===== config.mk =====
export PLATFORM = sky130hd
export DESIGN_NAME = bktdet_top
export DESIGN_NICKNAME = d
export VERILOG_FILES = /design/src/rtl/bktdet_pkg.sv /design/src/rtl/bktdet_cmp.sv /design/src/rtl/bktdet_hold.sv /design/src/rtl/bktdet_wctl.sv /design/src/rtl/bktdet_capmem.sv /design/src/rtl/bktdet_top.sv
export SDC_FILE = /design/constraint.sdc
export NUM_CORES = 1
export LEC_CHECK = 0
export ABC_AREA = 0
export BUFFER_PORTS_ARGS = -buffer_cell sky130_fd_sc_hd__buf_2
export CAP_MARGIN = 10
export CORE_MARGIN = 1
export CORE_UTILIZATION = 50
export DETAILED_ROUTE_END_ITERATION = 6
export GPL_TIMING_DRIVEN = 1
export PLACE_DENSITY = 0.68
export SYNTH_ARGS = -nofsm -noshare
export SYNTH_HDL_FRONTEND = slang
export SYNTH_SLANG_ARGS = --single-unit

===== constraint.sdc =====
create_clock -name clk -period 3.35 [get_ports clk]
set_clock_uncertainty 0.15 [all_clocks]
set_input_delay 0.1675 -clock clk [delete_from_list [all_inputs] [get_ports clk]]
set_output_delay 0.1675 -clock clk [all_outputs]
set_load 0.1 [all_outputs]

===== src/rtl/bktdet_pkg.sv =====
`timescale 1ns/1ps
package bktdet_pkg;
   typedef enum logic [1:0] {
      DM_SAMPLE = 2'b00,
      DM_PEAK   = 2'b01,
      DM_PIT    = 2'b10,
      DM_ALT    = 2'b11
   } det_mode_e;
endpackage


===== src/rtl/bktdet_cmp.sv =====
`timescale 1ns/1ps
// Unsigned magnitude comparator: gt_flag when a > b, lt_flag when a < b,
// both low when equal.
module bktdet_cmp #(
   parameter int DW    = 8,
   parameter int STYLE = 0
) (
   input  logic [DW-1:0] a_in,
   input  logic [DW-1:0] b_in,
   output logic          gt_flag,
   output logic          lt_flag
);
   generate
      if (STYLE == 0) begin : g_rel
         assign gt_flag = (a_in > b_in);
         assign lt_flag = (a_in < b_in);
      end else begin : g_scan
         // MSB-first scan: the first differing bit decides
         always_comb begin
            logic decided;
            decided = 1'b0;
            gt_flag = 1'b0;
            lt_flag = 1'b0;
            for (int i = DW-1; i >= 0; i--) begin
               if (!decided && (a_in[i] != b_in[i])) begin
                  gt_flag = a_in[i];
                  lt_flag = b_in[i];
                  decided = 1'b1;
               end
            end
         end
      end
   endgenerate
endmodule


===== src/rtl/bktdet_hold.sv =====
`timescale 1ns/1ps
module bktdet_hold
   import bktdet_pkg::*;
#(
   parameter int DW = 8
) (
   input  logic          clk,
   input  logic          rst,
   input  logic          smp_valid,
   input  logic [DW-1:0] smp_data,
   input  logic          bkt_first,
   input  logic [1:0]    mode,
   input  logic          full_rate,
   input  logic          in_gt,
   input  logic          in_lt,
   output logic [DW-1:0] hold_q
);
   det_mode_e md;
   logic      take;
   logic      load_n;

   assign md = det_mode_e'(mode);

   always_comb begin
      if (full_rate || bkt_first) begin
         take = 1'b1;
      end else begin
         case (md)
            DM_PEAK: take = in_gt;
            DM_PIT:  take = in_lt;
            default: take = 1'b1;
         endcase
      end
   end

   assign load_n = ~take;

   always_ff @(posedge clk) begin
      if (rst) begin
         hold_q <= '0;
      end else if (smp_valid && !load_n) begin
         hold_q <= smp_data;
      end
   end


   peak_mono_chk: assert property (@(posedge clk) disable iff (rst)
      (smp_valid && !bkt_first && !full_rate && md == DM_PEAK) |=> hold_q >= $past(hold_q));

   pit_mono_chk: assert property (@(posedge clk) disable iff (rst)
      (smp_valid && !bkt_first && !full_rate && md == DM_PIT) |=> hold_q <= $past(hold_q));

   sample_load_chk: assert property (@(posedge clk) disable iff (rst)
      (smp_valid && md == DM_SAMPLE) |=> hold_q == $past(smp_data));

   first_load_chk: assert property (@(posedge clk) disable iff (rst)
      (smp_valid && bkt_first) |=> hold_q == $past(smp_data));

   idle_hold_chk: assert property (@(posedge clk) disable iff (rst)
      !smp_valid |=> $stable(hold_q));

   full_rate_chk: assert property (@(posedge clk) disable iff (rst)
      (smp_valid && full_rate) |=> hold_q == $past(smp_data));
endmodule


===== src/rtl/bktdet_wctl.sv =====
`timescale 1ns/1ps
module bktdet_wctl #(
   parameter int AW = 4
) (
   input  logic          clk,
   input  logic          rst,
   input  logic          capture,
   input  logic          smp_valid,
   input  logic          bkt_last,
   input  logic          full_rate,
   output logic          wr_pend,
   output logic [AW-1:0] wr_addr
);
   logic cap_q;
   logic cap_rise;

   assign cap_rise = capture && !cap_q;

   always_ff @(posedge clk) begin
      if (rst) begin
         cap_q   <= 1'b0;
         wr_pend <= 1'b0;
         wr_addr <= '0;
      end else begin
         cap_q   <= capture;
         wr_pend <= capture && smp_valid && (bkt_last || full_rate);
         if (cap_rise) begin
            wr_addr <= '0;
         end else if (wr_pend) begin
            wr_addr <= wr_addr + AW'(1);
         end
      end
   end


   addr_step_chk: assert property (@(posedge clk) disable iff (rst)
      (wr_pend && !cap_rise) |=> wr_addr == AW'($past(wr_addr) + AW'(1)));

   cap_start_chk: assert property (@(posedge clk) disable iff (rst)
      cap_rise |=> wr_addr == '0);

   no_idle_write_chk: assert property (@(posedge clk) disable iff (rst)
      !capture |=> !wr_pend);
endmodule


===== src/rtl/bktdet_capmem.sv =====
`timescale 1ns/1ps
module bktdet_capmem #(
   parameter int DW = 8,
   parameter int AW = 4
) (
   input  logic          clk,
   input  logic          we,
   input  logic [AW-1:0] waddr,
   input  logic [DW-1:0] wdata,
   input  logic          rd_block,
   input  logic [AW-1:0] raddr,
   output logic [DW-1:0] rdata
);
   localparam int DEPTH = 1 << AW;

   logic [DW-1:0] mem [DEPTH];

   always_ff @(posedge clk) begin
      if (we) begin
         mem[waddr] <= wdata;
      end
   end

   always_ff @(posedge clk) begin
      if (rd_block) begin
         rdata <= '0;
      end else begin
         rdata <= mem[raddr];
      end
   end
endmodule


===== src/rtl/bktdet_top.sv =====
`timescale 1ns/1ps
module bktdet_top #(
   parameter int DW        = 8,
   parameter int AW        = 4,
   parameter int CMP_STYLE = 0
) (
   input  logic          clk,
   input  logic          rst,
   input  logic          smp_valid,
   input  logic [DW-1:0] smp_data,
   input  logic          bkt_first,
   input  logic          bkt_last,
   input  logic [1:0]    det_mode,
   input  logic          full_rate,
   input  logic          capture,
   input  logic [AW-1:0] cpu_addr,
   output logic [DW-1:0] cpu_rdata,
   output logic [DW-1:0] hold_q,
   output logic          wr_strobe,
   output logic [AW-1:0] wr_addr
);
   generate
      if (DW < 2 || DW > 32) begin : g_bad_dw
         $error("bktdet_top: DW out of range");
      end
      if (AW < 1 || AW > 12) begin : g_bad_aw
         $error("bktdet_top: AW out of range");
      end
      if (CMP_STYLE < 0 || CMP_STYLE > 1) begin : g_bad_style
         $error("bktdet_top: CMP_STYLE must be 0 or 1");
      end
   endgenerate

   logic in_gt;
   logic in_lt;

   bktdet_cmp #(.DW(DW), .STYLE(CMP_STYLE)) u_cmp (
      .a_in    (smp_data),
      .b_in    (hold_q),
      .gt_flag (in_gt),
      .lt_flag (in_lt)
   );

   bktdet_hold #(.DW(DW)) u_hold (
      .clk       (clk),
      .rst       (rst),
      .smp_valid (smp_valid),
      .smp_data  (smp_data),
      .bkt_first (bkt_first),
      .mode      (det_mode),
      .full_rate (full_rate),
      .in_gt     (in_gt),
      .in_lt     (in_lt),
      .hold_q    (hold_q)
   );

   bktdet_wctl #(.AW(AW)) u_wctl (
      .clk       (clk),
      .rst       (rst),
      .capture   (capture),
      .smp_valid (smp_valid),
      .bkt_last  (bkt_last),
      .full_rate (full_rate),
      .wr_pend   (wr_strobe),
      .wr_addr   (wr_addr)
   );

   bktdet_capmem #(.DW(DW), .AW(AW)) u_mem (
      .clk      (clk),
      .we       (wr_strobe),
      .waddr    (wr_addr),
      .wdata    (hold_q),
      .rd_block (capture),
      .raddr    (cpu_addr),
      .rdata    (cpu_rdata)
   );


   rst_clear_chk: assert property (@(posedge clk)
      rst |=> (hold_q == '0 && wr_addr == '0 && !wr_strobe));

   rd_block_chk: assert property (@(posedge clk) disable iff (rst)
      capture |=> cpu_rdata == '0);
endmodule


; After elaboration in Yosys (flattened, before gate mapping)
; Memory sizes are Yosys's and may differ from the RTL's. A register that Yosys moved wholly into a read port is not among the register bits.
; Index checks and enable logic that the tools add are counted.
[op_classes]
addsub = 1
n_eq_ne = 2
muxes = 4
n_reduce_logical = 8
magnitude_cmp = 2
[ops]
columns = op, n
row1 = $gt 8x8->1, 1
row2 = $lt 8x8->1, 1
row3 = $add 4x1->4 const B, 1
row4 = $logic_and 1x1->1, 4
row5 = $mux 1, 3
row6 = $eq 2x1->1 const B, 1
row7 = $eq 2x2->1 const B, 1
row8 = $logic_or 1x1->1, 2
row9 = $pmux 1 s2, 1
row10 = $reduce_or 2->1, 1
row11 = $logic_not 1->1, 1
[word_totals]
ff_bits = 14
inputBits = 21
wordCells = 22
out_inout_bits = 21
ram_bits = 128
mem_count = 1
[memory_table]
columns = memory, depth, width, read_ports, rd_clocked_by_memory_dff, write_ports, line_no
row1 = u_mem.mem, 16, 8, 1, 1, 1, bktdet_capmem.sv:16  ; logic [DW-1:0] mem [DEPTH];

; Depth between registers and ports, before layout
; Gate-level depths: netlist of run 1.
[logic_depth]
word_depth = 4
mapped_depth = 7
mapped_depth_nobuf = 7

; By module
; From an unflattened synthesis of run 1, not the netlist that was laid out.
[hier_totals]
hier_cells = 350
area_unflattened_um2 = 6128.4
[by_module_without_submodules]
columns = mod, cells_each, instances, area_per_inst_um2, seq_area_each_um2
row1 = bktdet_capmem, 259, 1, 5282.6, 4003.8
row2 = bktdet_hold, 41, 1, 412.9, 160.2
row3 = bktdet_wctl, 21, 1, 221.5, 120.1
row4 = bktdet_cmp, 29, 1, 211.5, 0.0

; Least setup slack after synthesis of run 1
; No wires, ideal clock.
[synth_path]
path_type = register -> register
from = register u_hold.hold_q[1]
to = register u_hold.hold_q[0]
t_arrival_ns = 2.681
stages_incl_launch_ff = 8
n_path_buf = 0
setup_time_ns = 0.121
path_slack_ns = 0.398
synth_period_minus_slack_ns = 2.952
t_required_ns = 3.079
cell_sequence = dfxtp_1 > inv_1 > ha_1 > nor2b_1 > o211ai_1 > a21oi_1 > o211ai_2 > mux2_2
[synth_via]
elab_chain_cells = 4
word_cells_on_any_way = 5
classes_between = order compare: 2 / mux: 2 / reduce/logical: 1
[synth_lines]
columns = element, line_no
row1 = start: declaration, bktdet_hold.sv:16  ; output logic [DW-1:0] hold_q
row2 = start signal: assignment, bktdet_hold.sv:42  ; hold_q <= smp_data;
row3 = $lt 8x8->1 or $gt 8x8->1 (tied branches), "bktdet_cmp.sv:16, bktdet_cmp.sv:15"
row4 = $pmux 1 s2 (*), bktdet_hold.sv:28  ; case (md)
row5 = $mux 1 (*), bktdet_hold.sv:25  ; if (full_rate || bkt_first) begin
row6 = $logic_and 1x1->1 (*), bktdet_hold.sv:41  ; end else if (smp_valid && !load_n) begin
; Mark *: on every way between the ends. The rest lies on a longest branch, timed or not.
; A chain may end at the register's enable or synchronous reset.

; Worst setup path after layout of run 1
; Same ends and word-level chain as after synthesis.

==> results of run 1 <==
## layer usage
metal / track usage / part of all wire
met5: 0 / 0
met4: 0.0853 / 0.011
met3: 0.0427 / 0.061
met2: 0.335 / 0.50
met1: 0.294 / 0.43
## worst max-delay path by stage
stage                                             start                            end  slack (ps)  depth (start not counted)
after floorplan           u_hold.hold_q[1]$_SDFFE_PP0P_  u_hold.hold_q[0]$_SDFFE_PP0P_         400                          7
after global placement    u_hold.hold_q[1]$_SDFFE_PP0P_  u_hold.hold_q[5]$_SDFFE_PP0P_         820                          7
after detailed placement  u_hold.hold_q[1]$_SDFFE_PP0P_  u_hold.hold_q[0]$_SDFFE_PP0P_         660                          7
after CTS                 u_hold.hold_q[1]$_SDFFE_PP0P_  u_hold.hold_q[0]$_SDFFE_PP0P_         630                          7
after global routing      u_hold.hold_q[1]$_SDFFE_PP0P_  u_hold.hold_q[3]$_SDFFE_PP0P_         390                          7
final                     u_hold.hold_q[1]$_SDFFE_PP0P_  u_hold.hold_q[0]$_SDFFE_PP0P_         650                          7
## layout make-up
cell class                      instances  share of cell area
Sequential cell                       150               0.598
Multi-Input combinational cell        147               0.240
Clock buffer                           22              0.0634
Timing Repair Buffer                   57              0.0510
Tap cell                              147              0.0257
Clock inverter                         10              0.0148
Inverter                               13             0.00681
## cell usage after synthesis (2+ instances only)
| cell type | instances | share of area |
|---|---|---|
| edfxtp_1 | 128 | 0.63 |
| mux4_2 | 40 | 0.15 |
| dfxtp_1 | 22 | 0.072 |
| and2_1 | 16 | 0.016 |
| nor2_1 | 15 | 0.0092 |
| ha_1 | 14 | 0.029 |
| inv_1 | 13 | 0.0080 |
| nor2b_1 | 11 | 0.011 |
| mux2i_1 | 9 | 0.015 |
| a22o_1 | 8 | 0.011 |
| mux2_2 | 8 | 0.015 |
| nand2_1 | 5 | 0.0031 |
| a21oi_1 | 4 | 0.0033 |
| buf_1 | 4 | 0.0025 |
| clkbuf_1 | 4 | 0.0025 |
| buf_4 | 3 | 0.0037 |
| nand4_1 | 3 | 0.0031 |
| o211ai_1 | 3 | 0.0037 |
| buf_2 | 2 | 0.0016 |
| xor2_1 | 2 | 0.0029 |
## registers in the layout (all words and copies together), names as in the netlist
| name | count |
|---|---|
| u_mem.mem | 128 |
| u_hold.hold_q | 8 |
| u_mem.rdata | 8 |
| u_wctl.cap_q | 1 |
| u_wctl.wr_addr | 4 |
| u_wctl.wr_pend | 1 |
## where the power goes
group          switching [uW]  total, uW  leakage (uW)  internal (uW)
Sequential               35.0       2110       0.00135           2080
Clock                     691       1800      0.000279           1110
Combinational             280        417      0.000930            137
Total                    1010       4330       0.00256           3320
## per-stage QoR
stage	instances	util
floorplan	323	-
global placement	503	0.543
detailed placement	503	0.543
CTS	546	0.599
global route	546	0.599
finish	546	0.599
## repair_timing
item	CTS	global route
hold buffers	11	0
resized for setup	0	0
hold endpoints to repair	14	0
## kinds of logic after synthesis
kind of cell,count (synthesis),synth area share
fa+ha+maj,14,0.0286
buf+inv,26,0.0182
simple gates,52,0.0452
flops,150,0.700
mux,57,0.177
xor+xnor,3,0.00430
compound gates,21,0.0268
## tightest hold or removal path, stage by stage
cell	delay (ps)
buf_2	110
a22o_1	140
mux2_2	140
==> impl_metrics.toml, run 1 <==
[clock_tree]
root_buffer = "clkbuf_16"
path_clk_slew_ps = 60
clock_latency_ps = 420
clock_sinks = 150
htree_levels = 4
cts_tree = "built"
clock_path_buffers = 2
cts_buffers = 17
post-cts-setup-buffers = 0

[power_and_ir_drop]
power.density_nw_per_um2 = 604
fin_total_pwr_uw = 4330
cellLeakagePower_uw = 0.00256
peakVddDrop_uv = 403

[place]
io_buffers = 41
place_area_um2 = 6490
dpl_worst_slack_ps = 659
hpwlAfterDp_mm = 7.39
gp_congestion = 0.736

[yosys]
yosysSeqAreaShare = 0.700
synth_edf_count = 128
ys_ff_latch = 150
syn_area_um2 = 6120
synth.distinct_cells = 29
yosys_warnings = 0
synthArstFlopShare = 0
ys.flop_type = "edfxtp_1"
syn-num-nets = 358
syn_area_per_cell_um2 = 18.9
synthCells = 323

[worst_setup_path]
crit_family = "compound AO/OA/AOI/OAI gates"
ff2ff_setup_slack_ps = 650
r2r_cells = 7
crit_required_ps = 3500
critical_path.max_fanout = 20
cpPeakStageDelay_ps = 700
r2r_end = "u_hold.hold_q[0]$_SDFFE_PP0P_"
regToRegStartpoint = "u_hold.hold_q[1]$_SDFFE_PP0P_"
cp.arrival_ps = 2840
critPathKind = "flop to flop"
crit_path_cell_trace = "inv_1 > ha_1 > nor2b_1 > o211ai_1 > a21oi_1 > o211ai_2 > mux2_2"
critPathBufInv = 1
slowest_stage = "dfxtp_1"
worstSetupStartpointType = "flop"
cp-end-kind = "flop"

[worst_hold_path]
hold_depth = 3
min_from = "smp_data[1]"
whs_endpoint = "u_hold.hold_q[1]$_SDFFE_PP0P_"
hold_path.class = "input port to flop"

[global_routing]
grt-ovfl-total = 0
grt_start_max_net_pins = 33
antenna_found_initial = 0
gr-usage-all-layers = 0.212
grt_pass1_vias = 3192
grt_pass1_wl_mm = 18.7

[route]
routed_wl_mm = 12.2
ant_nets = 0
drt_first_iter_violations = 238
drc_errors = 0
drtPass1Iterations = 4
post_drt_wl_per_cell_um = 22.4
routed_via_density = 5.64
vias = 3078

[job]
drv_cap = 0

[floorplanning]
core_area_um2 = 12000
initial_utilization = 0.512
die_h_um = 113
row_count = 40
die_w_um = 113
die-area_um2 = 12700
pin_count = 42

[sta]
hold_ws_ps = 24.1
rsz0062_at_grt = "false"
hold_violations = 0
period_share = 0.805
tns_ps = 0
setup_ws_ps = 655
maxSlewHeadroom = 0.449
setup_viol = 0
drv_slew = 0
tightest_slew_ps = 826
min_period_ps = 2700
clock.fmax_ghz = 0.371

[final_layout]
postLayoutCellArea_um2 = 7170
layout.area.seq_um2 = 4280
multi_input_area_um2 = 1720
layout_common_cells = "edfxtp_1, buf_2, mux4_2, dfxtp_1, clkbuf_16"
areaGrowthSynthToFinish_pct = 17.1
drive_above_1_share = 0.306
nets = 421
layout_commonest_cell = "edfxtp_1"
nFillCells = 864
antenna_cells = 0

[status]
run_status = "complete, no violations"
Note: power is estimated with default switching activity, not from simulation.
==> run 2, diff against run 1 <==
==> constraint.sdc (replaced) <==
create_clock -name clk -period 2.8 [get_ports clk]
set_clock_uncertainty 0.15 [all_clocks]
set_input_delay 0.14 -clock clk [delete_from_list [all_inputs] [get_ports clk]]
set_output_delay 0.14 -clock clk [all_outputs]
set_load 0.1 [all_outputs]
==> run 2 against run 1 <==
  * Register-to-register slack worse by 280 ps
  * Clock power increased by 29%
  * Hold slack gained 130 ps
  * Non-clock buffer count increased by 4
  * Via count grew 3.7%
  * Critical path depth unchanged
  * Global-route usage is 0.070 points lower
==> impl_metrics.toml, run 2 (same netlist as run 1, synthesis figures left out) <==
[worst_hold_path]
min_from = "cpu_addr[3]"
hold_path.class = "input port to flop"
hold_depth = 3

[place]
gp_congestion = 0.759
io_buffers = 41
hpwlAfterDp_mm = 7.65

[floorplanning]
initial_utilization = 0.512
row_count = 40
core_area_um2 = 12000
die-area_um2 = 12700
die_w_um = 113
die_h_um = 113
pin_count = 42

[final_layout]
nets = 425
layout_common_cells = "edfxtp_1, buf_2, mux4_2, dfxtp_1, clkbuf_16"
antenna_cells = 0
areaGrowthSynthToFinish_pct = 18.9
regMostFlops = "u_mem.mem"
largest_reg_flops = 128
largestRegisters = "u_mem.mem (128), u_hold.hold_q (8), u_mem.rdata (8)"
layout_commonest_cell = "edfxtp_1"
drive_above_1_share = 0.323

[clock_tree]
cts_tree = "built"
root_buffer = "clkbuf_16"
post_cts_resized = 0
clock_sinks = 150
cts_buffers = 17
path_clk_slew_ps = 60
clock_latency_ps = 420
htree_levels = 4
clock_path_buffers = 2

[sta]
tns_ps = 0
rsz0062_at_grt = "false"
tightest_slew_ps = 645
hold_violations = 0
maxSlewHeadroom = 0.569
min_period_ps = 2420
drv_slew = 0
period_share = 0.865
clock.fmax_ghz = 0.413
setup_viol = 0

[global_routing]
antenna_found_initial = 0
grt_pass1_vias = 3192
grt_start_max_net_pins = 27
gr-usage-all-layers = 0.212
grt_pass1_wl_mm = 18.4
grt-ovfl-total = 0

[worst_setup_path]
critical_path.max_fanout = 20
cp-startpoint = "u_hold.hold_q[1]$_SDFFE_PP0P_"
r2r_cells = 7
regToRegStartpoint = "u_hold.hold_q[1]$_SDFFE_PP0P_"
cp.arrival_ps = 2580
cp-end-kind = "flop"
slowest_stage = "dfxtp_2"
cpPeakStageDelay_ps = 510
critPathKind = "flop to flop"
crit_required_ps = 2950
crit_path_cell_trace = "inv_1 > ha_1 > nor2b_1 > o211ai_1 > a21oi_1 > o211ai_2 > mux2_2"
worstSetupStartpointType = "flop"

[route]
post_drt_wl_per_cell_um = 22.0
ant_nets = 0
routed_wl_mm = 12.1
drtPass1Iterations = 4
drc_errors = 0
routed_via_density = 5.80
vias = 3191
drt_first_iter_violations = 301

[power_and_ir_drop]
cellLeakagePower_uw = 0.00260
seqPwrFrac = 0.470
power_frac_comb = 0.096
switching_share = 0.229
power.internal_uw = 4130
fin_total_pwr_uw = 5360
p_switching_uw = 1230
peakVddDrop_uv = 463
power.share.clock = 0.434
power.density_nw_per_um2 = 737

[job]
drv_cap = 0

[status]
run_status = "complete, no violations"
run 2: cell types whose count changed in the layout (fill, tap and decap cells not counted), moves of 3 or more:
cell        delta
clkinvlp_4     +4
clkbuf_1       -4
dfxtp_2        +3
dfxtp_1        -3
run 2: area by class of cell:
cell class	count	area [um2]
tap	147	184
inverter	13	48.8
clock buffer	17	425
timing repair buffer	61	423
clock inverter	15	185
fill	863	4680
sequential	150	4290
multi-input combinational	147	1720
run 2: per-layer routing:
metal  global-route usage  vias up  share of wire
li1                     -     1426              -
met1                0.277     1632           0.41
met2                0.343      111           0.50
met3               0.0475       22          0.072
met4               0.0916        0          0.025
met5                    0        -              0
run 2: repair_timing:
item	4_1_cts	5_1_grt
hold endpoints to repair	17	0
hold buffers	12	0
setup buffers	0	0
run 2: worst max-delay path, delay by kind of cell, from the launching register on:
| kind | cells | cell delay (ps) |
|---|---|---|
| compound gates | 3 | 760 |
| fa+ha+maj | 1 | 290 |
| buf+inv | 1 | 80 |
| flops | 1 | 510 |
| mux | 1 | 390 |
| simple gates | 1 | 130 |
run 2: final timing paths:
| path | endpoint | slack [ps] |
|---|---|---|
| worst min-delay path | u_mem.rdata[6]$_SDFF_PP0_ | 150 |
| worst max-delay path | u_hold.hold_q[3]$_SDFFE_PP0P_ | 380 |
| worst min register to register | u_wctl.wr_addr[0]$_SDFFE_PP0P_ | 450 |
| worst max register to register | u_hold.hold_q[3]$_SDFFE_PP0P_ | 380 |
run 2: power by group through the flow:
stage | Combinational [uW] | Clock (uW) | Sequential, uW
global placement | 500 | 0 | 2560
CTS | 520 | 2360 | 2520
detailed placement | 508 | 0 | 2570
global route | 551 | 2450 | 2520
floorplan | 191 | 0 | 2750
finish | 514 | 2330 | 2520
run 2: per-stage QoR:
step / hold WS [ps] / setup slack (ps) / cells / area [um2] / util
floorplan: 61.6 / 4.83 / 323 / 6120 / -
global route: 169 / 181 / 550 / 7280 / 0.608
finish: 154 / 377 / 550 / 7280 / 0.608
global placement: 215 / 432 / 506 / 6550 / 0.547
CTS: 144 / 347 / 550 / 7280 / 0.608
detailed placement: 217 / 360 / 506 / 6550 / 0.547
